`src/rtl/bea_pkg.sv`:
```
package bea_pkg;
  typedef enum logic [1:0] {
    SRC_HOLD = 2'd0,
    SRC_OWN  = 2'd1,
    SRC_EXEC = 2'd2
  } bea_src_e;

  localparam int unsigned DEF_ADDR_W    = 64;
  localparam int unsigned DEF_SAVE_ADDR = 272;
endpackage

```
`src/rtl/bea_rst_sync.sv`:
```
module bea_rst_sync #(
  parameter int unsigned STAGES = 2
) (
  input  logic clk,
  input  logic rst_n,
  output logic rst_sync_n
);
  logic [STAGES-1:0] chain_q;

  always_ff @(posedge clk or negedge rst_n) begin
    if (!rst_n) chain_q <= '0;
    else        chain_q <= {chain_q[STAGES-2:0], 1'b1};
  end

  assign rst_sync_n = chain_q[STAGES-1];
endmodule

```
`src/rtl/bea_src_decode.sv`:
```
module bea_src_decode
  import bea_pkg::*;
(
  input  logic     ret_valid,
  input  logic     ret_taken,
  input  logic     ret_under_exec,
  output bea_src_e src_sel
);
  always_comb begin
    src_sel = SRC_HOLD;
    if (ret_valid && ret_taken) begin
      src_sel = ret_under_exec ? SRC_EXEC : SRC_OWN;
    end
  end
endmodule

```
`src/rtl/bea_capture.sv`:
```
module bea_capture
  import bea_pkg::*;
#(
  parameter int unsigned ADDR_W = DEF_ADDR_W
) (
  input  logic              clk,
  input  logic              rst_n,
  input  bea_src_e          src_sel,
  input  logic [ADDR_W-1:0] own_addr,
  input  logic [ADDR_W-1:0] exec_addr,
  output logic [ADDR_W-1:0] bea_nxt,
  output logic [ADDR_W-1:0] bea_q
);
  logic bea_en;

  always_comb begin
    bea_en  = 1'b0;
    bea_nxt = bea_q;
    unique case (src_sel)
      SRC_OWN: begin
        bea_en  = 1'b1;
        bea_nxt = own_addr;
      end
      SRC_EXEC: begin
        bea_en  = 1'b1;
        bea_nxt = exec_addr;
      end
      default: begin
        bea_en  = 1'b0;
        bea_nxt = bea_q;
      end
    endcase
  end

  always_ff @(posedge clk or negedge rst_n) begin
    if (!rst_n)      bea_q <= '0;
    else if (bea_en) bea_q <= bea_nxt;
  end
endmodule

```
`src/rtl/bea_store_req.sv`:
```
module bea_store_req #(
  parameter int unsigned ADDR_W    = 64,
  parameter int unsigned SAVE_ADDR = 272
) (
  input  logic              clk,
  input  logic              rst_n,
  input  logic              irq_strobe,
  input  logic [ADDR_W-1:0] save_value,
  input  logic              st_ready,
  output logic              st_valid,
  output logic [ADDR_W-1:0] st_addr,
  output logic [ADDR_W-1:0] st_data
);
  localparam logic [ADDR_W-1:0] SAVE_LOC = ADDR_W'(SAVE_ADDR);

  logic              accept;
  logic              load;
  logic              valid_nxt;
  logic              valid_en;
  logic              data_en;
  logic [ADDR_W-1:0] data_q;

  always_comb begin
    accept    = st_valid && st_ready;
    load      = irq_strobe && (!st_valid || accept);
    valid_en  = load || accept;
    valid_nxt = load;
    data_en   = load;
  end

  always_ff @(posedge clk or negedge rst_n) begin
    if (!rst_n)        st_valid <= 1'b0;
    else if (valid_en) st_valid <= valid_nxt;
  end

  always_ff @(posedge clk or negedge rst_n) begin
    if (!rst_n)       data_q <= '0;
    else if (data_en) data_q <= save_value;
  end

  assign st_data = data_q;
  assign st_addr = SAVE_LOC;
endmodule

```
`src/rtl/brk_event_tracker.sv`:
```
module brk_event_tracker
  import bea_pkg::*;
#(
  parameter int unsigned ADDR_W      = DEF_ADDR_W,
  parameter int unsigned SAVE_ADDR   = DEF_SAVE_ADDR,
  parameter int unsigned SYNC_STAGES = 2
) (
  input  logic              clk,
  input  logic              rst_n,
  input  logic              ret_valid,
  input  logic              ret_taken,
  input  logic              ret_under_exec,
  input  logic [ADDR_W-1:0] ret_iaddr,
  input  logic [ADDR_W-1:0] ret_exec_iaddr,
  input  logic              irq_strobe,
  output logic              st_valid,
  input  logic              st_ready,
  output logic [ADDR_W-1:0] st_addr,
  output logic [ADDR_W-1:0] st_data,
  output logic [ADDR_W-1:0] bea_rd
);
  logic              rst_sync_n;
  bea_src_e          src_sel;
  logic [ADDR_W-1:0] bea_nxt;
  logic [ADDR_W-1:0] bea_q;

  bea_rst_sync #(.STAGES(SYNC_STAGES)) u_rst (
    .clk        (clk),
    .rst_n      (rst_n),
    .rst_sync_n (rst_sync_n)
  );

  bea_src_decode u_dec (
    .ret_valid      (ret_valid),
    .ret_taken      (ret_taken),
    .ret_under_exec (ret_under_exec),
    .src_sel        (src_sel)
  );

  bea_capture #(.ADDR_W(ADDR_W)) u_cap (
    .clk       (clk),
    .rst_n     (rst_sync_n),
    .src_sel   (src_sel),
    .own_addr  (ret_iaddr),
    .exec_addr (ret_exec_iaddr),
    .bea_nxt   (bea_nxt),
    .bea_q     (bea_q)
  );

  // The save path takes the next-state value so a same-cycle branch is included.
  bea_store_req #(.ADDR_W(ADDR_W), .SAVE_ADDR(SAVE_ADDR)) u_st (
    .clk        (clk),
    .rst_n      (rst_sync_n),
    .irq_strobe (irq_strobe),
    .save_value (bea_nxt),
    .st_ready   (st_ready),
    .st_valid   (st_valid),
    .st_addr    (st_addr),
    .st_data    (st_data)
  );

  assign bea_rd = bea_q;
endmodule

```
`config.mk`:
```
export PLATFORM = sky130hd
export DESIGN_NAME = brk_event_tracker
export DESIGN_NICKNAME = d
export VERILOG_FILES = /design/src/rtl/bea_pkg.sv /design/src/rtl/bea_rst_sync.sv /design/src/rtl/bea_src_decode.sv /design/src/rtl/bea_capture.sv /design/src/rtl/bea_store_req.sv /design/src/rtl/brk_event_tracker.sv
export SDC_FILE = /design/constraint.sdc
export NUM_CORES = 1
export LEC_CHECK = 0
export BUFFER_PORTS_ARGS = -buffer_cell sky130_fd_sc_hd__buf_2
export CORE_MARGIN = 2
export CORE_UTILIZATION = 30
export CTS_BUF_LIST = sky130_fd_sc_hd__clkbuf_8
export DETAILED_ROUTE_END_ITERATION = 10
export GPL_TIMING_DRIVEN = 0
export HOLD_SLACK_MARGIN = 0.05
export PLACE_DENSITY = 0.64
export SYNTH_ARGS = -nofsm -noshare
export SYNTH_HDL_FRONTEND = slang
export SYNTH_SLANG_ARGS = --single-unit
```
`constraint.sdc`:
```
create_clock -name clk -period 4.35 [get_ports clk]
set_clock_uncertainty 0.2 [all_clocks]
set_input_delay 0.435 -clock clk [delete_from_list [all_inputs] [get_ports clk]]
set_output_delay 0.435 -clock clk [all_outputs]
set_load 0.03 [all_outputs]
```
==> flow_metrics.env, run 1 <==
export IMPL_p_sw_mw=1.54
export IMPL_floorplan_initialDensity_pct=30.4
export IMPL_globalRouteTotalUtil_pct=15.4
export IMPL_boundaryPins=328
export IMPL_global_route_overflow_total=0
export IMPL_grt_antenna_before_repair=0
export IMPL_ys_flop_type="sky130_fd_sc_hd__dfrtp_1"
export IMPL_power_share_sequential_pct=38.1
export IMPL_worstMarginPinSlew_ps=551
export IMPL_cts_tree="done"
export IMPL_combinationalPowerShare_pct=33.6
export IMPL_crit_required_ps=4460
export IMPL_yosysWarningCount=0
export IMPL_detailedPlace_worstSlack_ps=2330
export IMPL_clock_sinks=131
export IMPL_hold_path_class="in -> async"
export IMPL_synth_common_cells="sky130_fd_sc_hd__dfrtp_1, sky130_fd_sc_hd__a21oi_1, sky130_fd_sc_hd__buf_4, sky130_fd_sc_hd__mux2_2, sky130_fd_sc_hd__mux2i_1"
export IMPL_setup_crit_end_kind="register"
export IMPL_finalMaxSlewViolations=0
export IMPL_power_leakage_nw=4.27
export IMPL_num_rows=53
export IMPL_synth_top_cell_area_share_pct=51.9
export IMPL_status="completed"
export IMPL_route_vias_total=4771
export IMPL_slowest_stage_delay_cp_ps=530
export IMPL_port_buffers=262
export IMPL_synth_seq_cells=131
export IMPL_design_power_total_mw=4.07
export IMPL_cts_max_level=4
export IMPL_post_drt_antenna_nets=0
export IMPL_netlist_top_cells_area="sky130_fd_sc_hd__dfrtp_1, sky130_fd_sc_hd__mux2_2, sky130_fd_sc_hd__mux2i_1"
export IMPL_grt_setup_unrepaired="no"
export IMPL_internal_power_mw=2.53
export IMPL_power_density_nw_per_um2=465
export IMPL_drt_wl_total_um=17300
export IMPL_avgRoutedWirePerCell_um=15.3
export IMPL_crit_chain="dlygate4sd3_1, buf_2, nand2_2, buf_2, mux2_2"
export IMPL_critical_path_class="in -> reg"
export IMPL_clk_pin_slew_ps=80
export IMPL_drt_drc_violations_left=0
export IMPL_clk_path_buf_depth=2
export IMPL_worst_hold_slack_across_all_endpoints_ps=97.4
export IMPL_area_growth_syn_to_layout_pct=38.4
export IMPL_post_synthesis_instance_total=491
export IMPL_timing_hold_violations_final=0
export IMPL_cp_common_cell="sky130_fd_sc_hd__buf_2"
export IMPL_crit_buf_inv=3
export IMPL_ys_types=13
export IMPL_die_h_um=149
export IMPL_cpMaxStageDelayCell="sky130_fd_sc_hd__dlygate4sd3_1"
export IMPL_library_cell_with_the_largest_summed_area_after_synthesis="sky130_fd_sc_hd__dfrtp_1"
export IMPL_grt_max_degree=62
export IMPL_fin_ws_ps=2430
export IMPL_yosysMostFrequentCell="sky130_fd_sc_hd__dfrtp_1"
export IMPL_vias_in_the_first_global_route=4671
export IMPL_routability_congestion_estimate=0.766
export IMPL_cpLargestDelayFamily="buffers and inverters"
export IMPL_drt_vias_per_instance=4.23
export IMPL_tritoncts_num_buffers=17
export IMPL_min_period_over_period_pct=44.1
export IMPL_post_cts_setup_buffers=0
export IMPL_die_w_um=149
export IMPL_synth_sequential_area_ratio_pct=51.9
export IMPL_vdd_ir_drop_max_v=0.000211
export IMPL_maxCapViolations=0
export IMPL_syn_area_per_cell_um2=12.9
export IMPL_total_non_filler_cell_area_in_the_finished_layout_um2=8750
export IMPL_synth_edf_count=0
export IMPL_maxClockFrequency_mhz=522
export IMPL_core_area_um2=20800
export IMPL_maxSlewHeadroom_pct=63.2
export IMPL_crit_path_max_fanout=10
export IMPL_clkLatencyLatePin_ps=430
export IMPL_place_detailed_hpwl_um=13000
export IMPL_dpl_instance_area_um2=8270
export IMPL_setup_worst_path_start_class="primary input"
export IMPL_clock_tree_root="sky130_fd_sc_hd__clkbuf_8"
export IMPL_clkPwrFrac_pct=28.3
export IMPL_cts_resized=0
export IMPL_n_antenna_cell=0
export IMPL_dr_pass1_iters=6
export IMPL_cp_data_arrival_time_ps=2030
export IMPL_ys_async_sr_fraction_pct=100
export IMPL_finalNetCount=976
export IMPL_area_of_the_mapped_netlist_um2=6320
export IMPL_floorplan_die_area_um2=22300
export IMPL_drive_gt1_share_pct=60.8
export IMPL_setup_viol=0
export IMPL_period_needed_ps=1920
export IMPL_power_share_switching_pct=37.8
export IMPL_grt_first_pass_wirelength_um=25900
export IMPL_drt_iter0_markers=134
registers in the layout, summed over array words and instances (netlist names):
name,count
u_rst.chain_q,2
u_st.st_valid,1
u_cap.bea_q,64
u_st.st_data,64
cells by family after synthesis:
logic type	Yosys count	share of synthesized area (%)
compound gates	128	13.7
buf+inv	98	12.4
flops	131	51.9
mux	128	21.5
other cells	2	0.119
simple gates	4	0.396
cell type report:
type	instances	area (um^2)
buffer	98	785
clock buffer	17	234
clock inverter	15	205
fill	1994	12100
multi-input combinational	325	2500
sequential	131	3280
tap	275	344
timing repair buffer	268	1410
per-stage QoR:
stage	util, %	setup TNS (ps)	cells
2_1_floorplan	-	0	554
3_3_place_gp	39.4	-173990	1091
3_5_place_dp	39.7	0	1093
4_1_cts	42.0	0	1129
5_1_grt	42.0	0	1129
6_report	42.0	0	1129
path summary, 6_finish.rpt:
check | startpoint | cells after the start | slack [ps] | end
min reg2reg | u_rst.chain_q[1]$_DFF_PN0_ | 1 | 160 | u_cap.bea_q[11]$_DFFE_PN0N_
max in group asynchronous | u_rst.chain_q[1]$_DFF_PN0_ | 1 | 2850 | u_cap.bea_q[60]$_DFFE_PN0N_
max | irq_strobe | 5 | 2430 | u_st.st_data[26]$_DFFE_PN0P_
max reg2reg | u_st.st_valid$_DFFE_PN0P_ | 4 | 2640 | u_st.st_data[26]$_DFFE_PN0P_
min | rst_n | 2 | 100 | u_rst.chain_q[1]$_DFF_PN0_
min in group clk | ret_iaddr[44] | 3 | 120 | u_cap.bea_q[44]$_DFFE_PN0N_
placed cells by master, fill, tap and decap left out, drive strengths merged:
cell type | synthesis | final
a21oi | 128 | 128
and2 | 1 | 1
buf | 98 | 362
bufinv | 0 | 4
clkbuf | 0 | 17
clkinv | 0 | 4
clkinvlp | 0 | 2
conb | 2 | 65
dfrtp | 131 | 131
dlygate4sd3 | 0 | 4
inv | 0 | 5
mux2 | 64 | 64
mux2i | 64 | 64
nand2 | 1 | 1
nand2b | 2 | 2
timing repair:
item | 4_1_cts | 5_1_grt
hold endpoints to repair | 14 | 0
setup endpoints to repair | 0 | 0
hold buffers | 4 | 0
worst reg2reg max path, cell delays in order (launching register included):
cell                       delay [ps]
sky130_fd_sc_hd__dfrtp_1          350
sky130_fd_sc_hd__nand2b_1          80
sky130_fd_sc_hd__nand2_2          230
sky130_fd_sc_hd__buf_2            350
sky130_fd_sc_hd__mux2_2           380
per-layer routing:
metal / up-vias / GRT usage, % / share of wire [%]
li1: 2312 / - / -
met1: 2255 / 17.9 / 40
met2: 192 / 27.2 / 52
met3: 12 / 4.92 / 7.4
met4: 0 / 4.43 / 1.1
met5: - / 0 / 0
power groups by stage:
stage	Combinational (mW)	Sequential, mW	Clock, mW
final	1.37	1.55	1.15
after global routing	1.45	1.58	1.26
after CTS	1.38	1.55	1.20
after detailed placement	1.38	1.58	0
after global placement	1.34	1.59	0
after floorplan	0.476	2.04	0
Power figures use the tool's default switching activity.
==> inputs of run 2 (changes only) <==
==> constraint.sdc (replaced) <==
create_clock -name clk -period 1.7 [get_ports clk]
set_clock_uncertainty 0.2 [all_clocks]
set_input_delay 0.17 -clock clk [delete_from_list [all_inputs] [get_ports clk]]
set_output_delay 0.17 -clock clk [all_outputs]
set_load 0.03 [all_outputs]
==> flow_metrics.env, run 2 (same netlist as run 1, synthesis figures left out) <==
export IMPL_final_util_pct=48.1
export IMPL_cpLargestDelayFamily="buffers and inverters"
export IMPL_core_area_um2=20800
export IMPL_maxCapViolations=0
export IMPL_timing_hold_violations_final=0
export IMPL_reg2reg_depth=4
export IMPL_avgRoutedWirePerCell_um=15.8
export IMPL_regToRegSetupSlack_ps=90
export IMPL_min_path_cells=4
export IMPL_port_buffers=262
export IMPL_cpMaxStageDelayCell="sky130_fd_sc_hd__dlygate4sd3_1"
export IMPL_detailedPlace_worstSlack_ps=-160
export IMPL_area_growth_syn_to_layout_pct=58.5
export IMPL_grt_setup_unrepaired="yes"
export IMPL_drive_gt1_share_pct=52.6
export IMPL_maxClockFrequency_mhz=611
export IMPL_period_needed_ps=1640
export IMPL_hold_path_class="in -> reg"
export IMPL_seq_area_um2=3280
export IMPL_drt_wl_total_um=19900
export IMPL_vdd_ir_drop_max_v=0.000534
export IMPL_critical_path_class="in -> reg"
export IMPL_place_detailed_hpwl_um=12900
export IMPL_finalNetCount=1107
export IMPL_cts_tree="done"
export IMPL_setup_viol=0
export IMPL_clock_tree_root="sky130_fd_sc_hd__clkbuf_8"
export IMPL_multiInputGateArea_um2=2500
export IMPL_vias_in_the_first_global_route=5772
export IMPL_tritoncts_num_buffers=17
export IMPL_crit_buf_inv=3
export IMPL_worst_hold_slack_across_all_endpoints_ps=92.8
export IMPL_grt_antenna_before_repair=0
export IMPL_clock_sinks=131
export IMPL_slowest_stage_delay_cp_ps=580
export IMPL_post_route_setup_tns_ps=0
export IMPL_grt_max_degree=68
export IMPL_drt_iter0_markers=189
export IMPL_clk_path_buf_depth=2
export IMPL_crit_required_ps=1820
export IMPL_total_non_filler_cell_area_in_the_finished_layout_um2=10000
export IMPL_route_vias_total=5389
export IMPL_reg2reg_to="u_st.st_data[57]$_DFFE_PN0P_"
export IMPL_global_route_overflow_total=0
export IMPL_routability_congestion_estimate=0.742
export IMPL_finalMaxSlewViolations=0
export IMPL_post_cts_setup_buffers=0
export IMPL_dr_pass1_iters=6
export IMPL_setup_worst_path_start_class="primary input"
export IMPL_clk_pin_slew_ps=80
export IMPL_globalRouteTotalUtil_pct=17.9
export IMPL_cts_max_level=4
export IMPL_clkLatencyLatePin_ps=440
export IMPL_layout_filler_cells=1867
export IMPL_fin_ws_ps=63.8
export IMPL_cp_data_arrival_time_ps=1760
export IMPL_power_leakage_nw=4.79
export IMPL_regToRegStartpoint="u_st.st_valid$_DFFE_PN0P_"
export IMPL_timing_hold_worst_endpoint="u_st.st_data[31]$_DFFE_PN0P_"
export IMPL_min_period_over_period_pct=96.2
export IMPL_power_density_nw_per_um2=1040
export IMPL_n_antenna_cell=0
export IMPL_boundaryPins=328
export IMPL_dpl_instance_area_um2=8250
export IMPL_crit_path_max_fanout=2
export IMPL_post_drt_antenna_nets=0
export IMPL_floorplan_die_area_um2=22300
export IMPL_maxSlewHeadroom_pct=42.0
export IMPL_cp_common_cell="sky130_fd_sc_hd__dlygate4sd3_1"
export IMPL_die_w_um=149
export IMPL_status="completed"
export IMPL_die_h_um=149
export IMPL_num_rows=53
export IMPL_worstMarginPinSlew_ps=870
export IMPL_grt_first_pass_wirelength_um=30500
export IMPL_layout_common_cells="sky130_fd_sc_hd__buf_2, sky130_fd_sc_hd__dlygate4sd3_1, sky130_fd_sc_hd__dfrtp_1, sky130_fd_sc_hd__a21oi_1, sky130_fd_sc_hd__buf_4"
export IMPL_layout_commonest_cell="sky130_fd_sc_hd__buf_2"
export IMPL_floorplan_initialDensity_pct=30.4
export IMPL_setup_crit_end_kind="register"
export IMPL_hold_start="ret_iaddr[31]"
export IMPL_drt_vias_per_instance=4.28
export IMPL_crit_chain="dlygate4sd3_1, buf_2, mux2i_1, a21oi_1, dlygate4sd3_1"
export IMPL_drt_drc_violations_left=0
==> run 2: cell count changes in the layout (fill, tap and decap cells not counted), moves of 2 or more <==
cell,previous run,this run
sky130_fd_sc_hd__buf_2,283,277
sky130_fd_sc_hd__clkbuf_4,0,2
sky130_fd_sc_hd__bufinv_16,4,2
sky130_fd_sc_hd__buf_4,64,68
sky130_fd_sc_hd__dlygate4sd3_1,4,136
==> run 2: per-layer routing <==
| layer | vias to the layer above | global-route usage [%] | wire, um |
|---|---|---|---|
| met5 | - | 0 | 0 |
| met4 | 0 | 7.81 | 636 |
| met3 | 48 | 4.89 | 1310 |
| met2 | 237 | 31.8 | 10400 |
| met1 | 2527 | 20.1 | 7480 |
| li1 | 2577 | - | - |
==> run 2: area by class of cell <==
cell class | instances | share of cell area [%]
plain buffers | 98 | 7.98
clock buffers | 17 | 2.34
clock inverters | 15 | 1.57
multi-input cells | 325 | 25.0
flip-flops and latches | 131 | 32.8
well taps | 275 | 3.43
repair buffers | 399 | 27.0
==> run 2: how the worst max path moves through the flow <==
| stage | startpoint | endpoint | slack (ps) | cells past startpoint |
|---|---|---|---|---|
| floorplan | u_st.st_valid$_DFFE_PN0P_ | u_st.st_data[10]$_DFFE_PN0P_ | 40 | 4 |
| global placement | u_rst.chain_q[1]$_DFF_PN0_ | u_st.st_data[34]$_DFFE_PN0P_ | -420 | 0 |
| detailed placement | st_ready | u_st.st_data[24]$_DFFE_PN0P_ | -160 | 5 |
| CTS | u_st.st_valid$_DFFE_PN0P_ | u_st.st_data[33]$_DFFE_PN0P_ | 20 | 4 |
| global route | u_st.st_valid$_DFFE_PN0P_ | u_st.st_data[24]$_DFFE_PN0P_ | -4 | 4 |
| finish | ret_exec_iaddr[52] | u_cap.bea_q[52]$_DFFE_PN0N_ | 60 | 5 |
==> run 2: repair_timing <==
action / in CTS / in global routing
resized for setup: 5 / 2
pin swaps: 0 / 0
hold buffers: 136 / 0
setup endpoints to repair: 60 / 22
endpoints found under the hold margin: 129 / 0
==> run 2: per-stage QoR <==
step / instances / total power, mW
floorplan: 554 / 6.45
global placement: 1091 / 7.49
detailed placement: 1092 / 7.54
CTS: 1260 / 10.5
global route: 1260 / 11.0
finish: 1260 / 10.4
==> run 2: report_power, final <==
| group | leakage (nW) | internal, mW | switching (mW) | total, mW |
|---|---|---|---|---|
| Sequential | 1.45 | 3.69 | 0.304 | 3.99 |
| Combinational | 3.15 | 1.39 | 2.36 | 3.75 |
| Clock | 0.194 | 1.31 | 1.35 | 2.66 |
| Total | 4.79 | 6.39 | 4.02 | 10.4 |
==> run 2: tightest hold or removal path: stages <==
cell,delay (ps)
sky130_fd_sc_hd__buf_2,100
sky130_fd_sc_hd__mux2i_1,80
sky130_fd_sc_hd__a21oi_2,190
sky130_fd_sc_hd__mux2_2,170
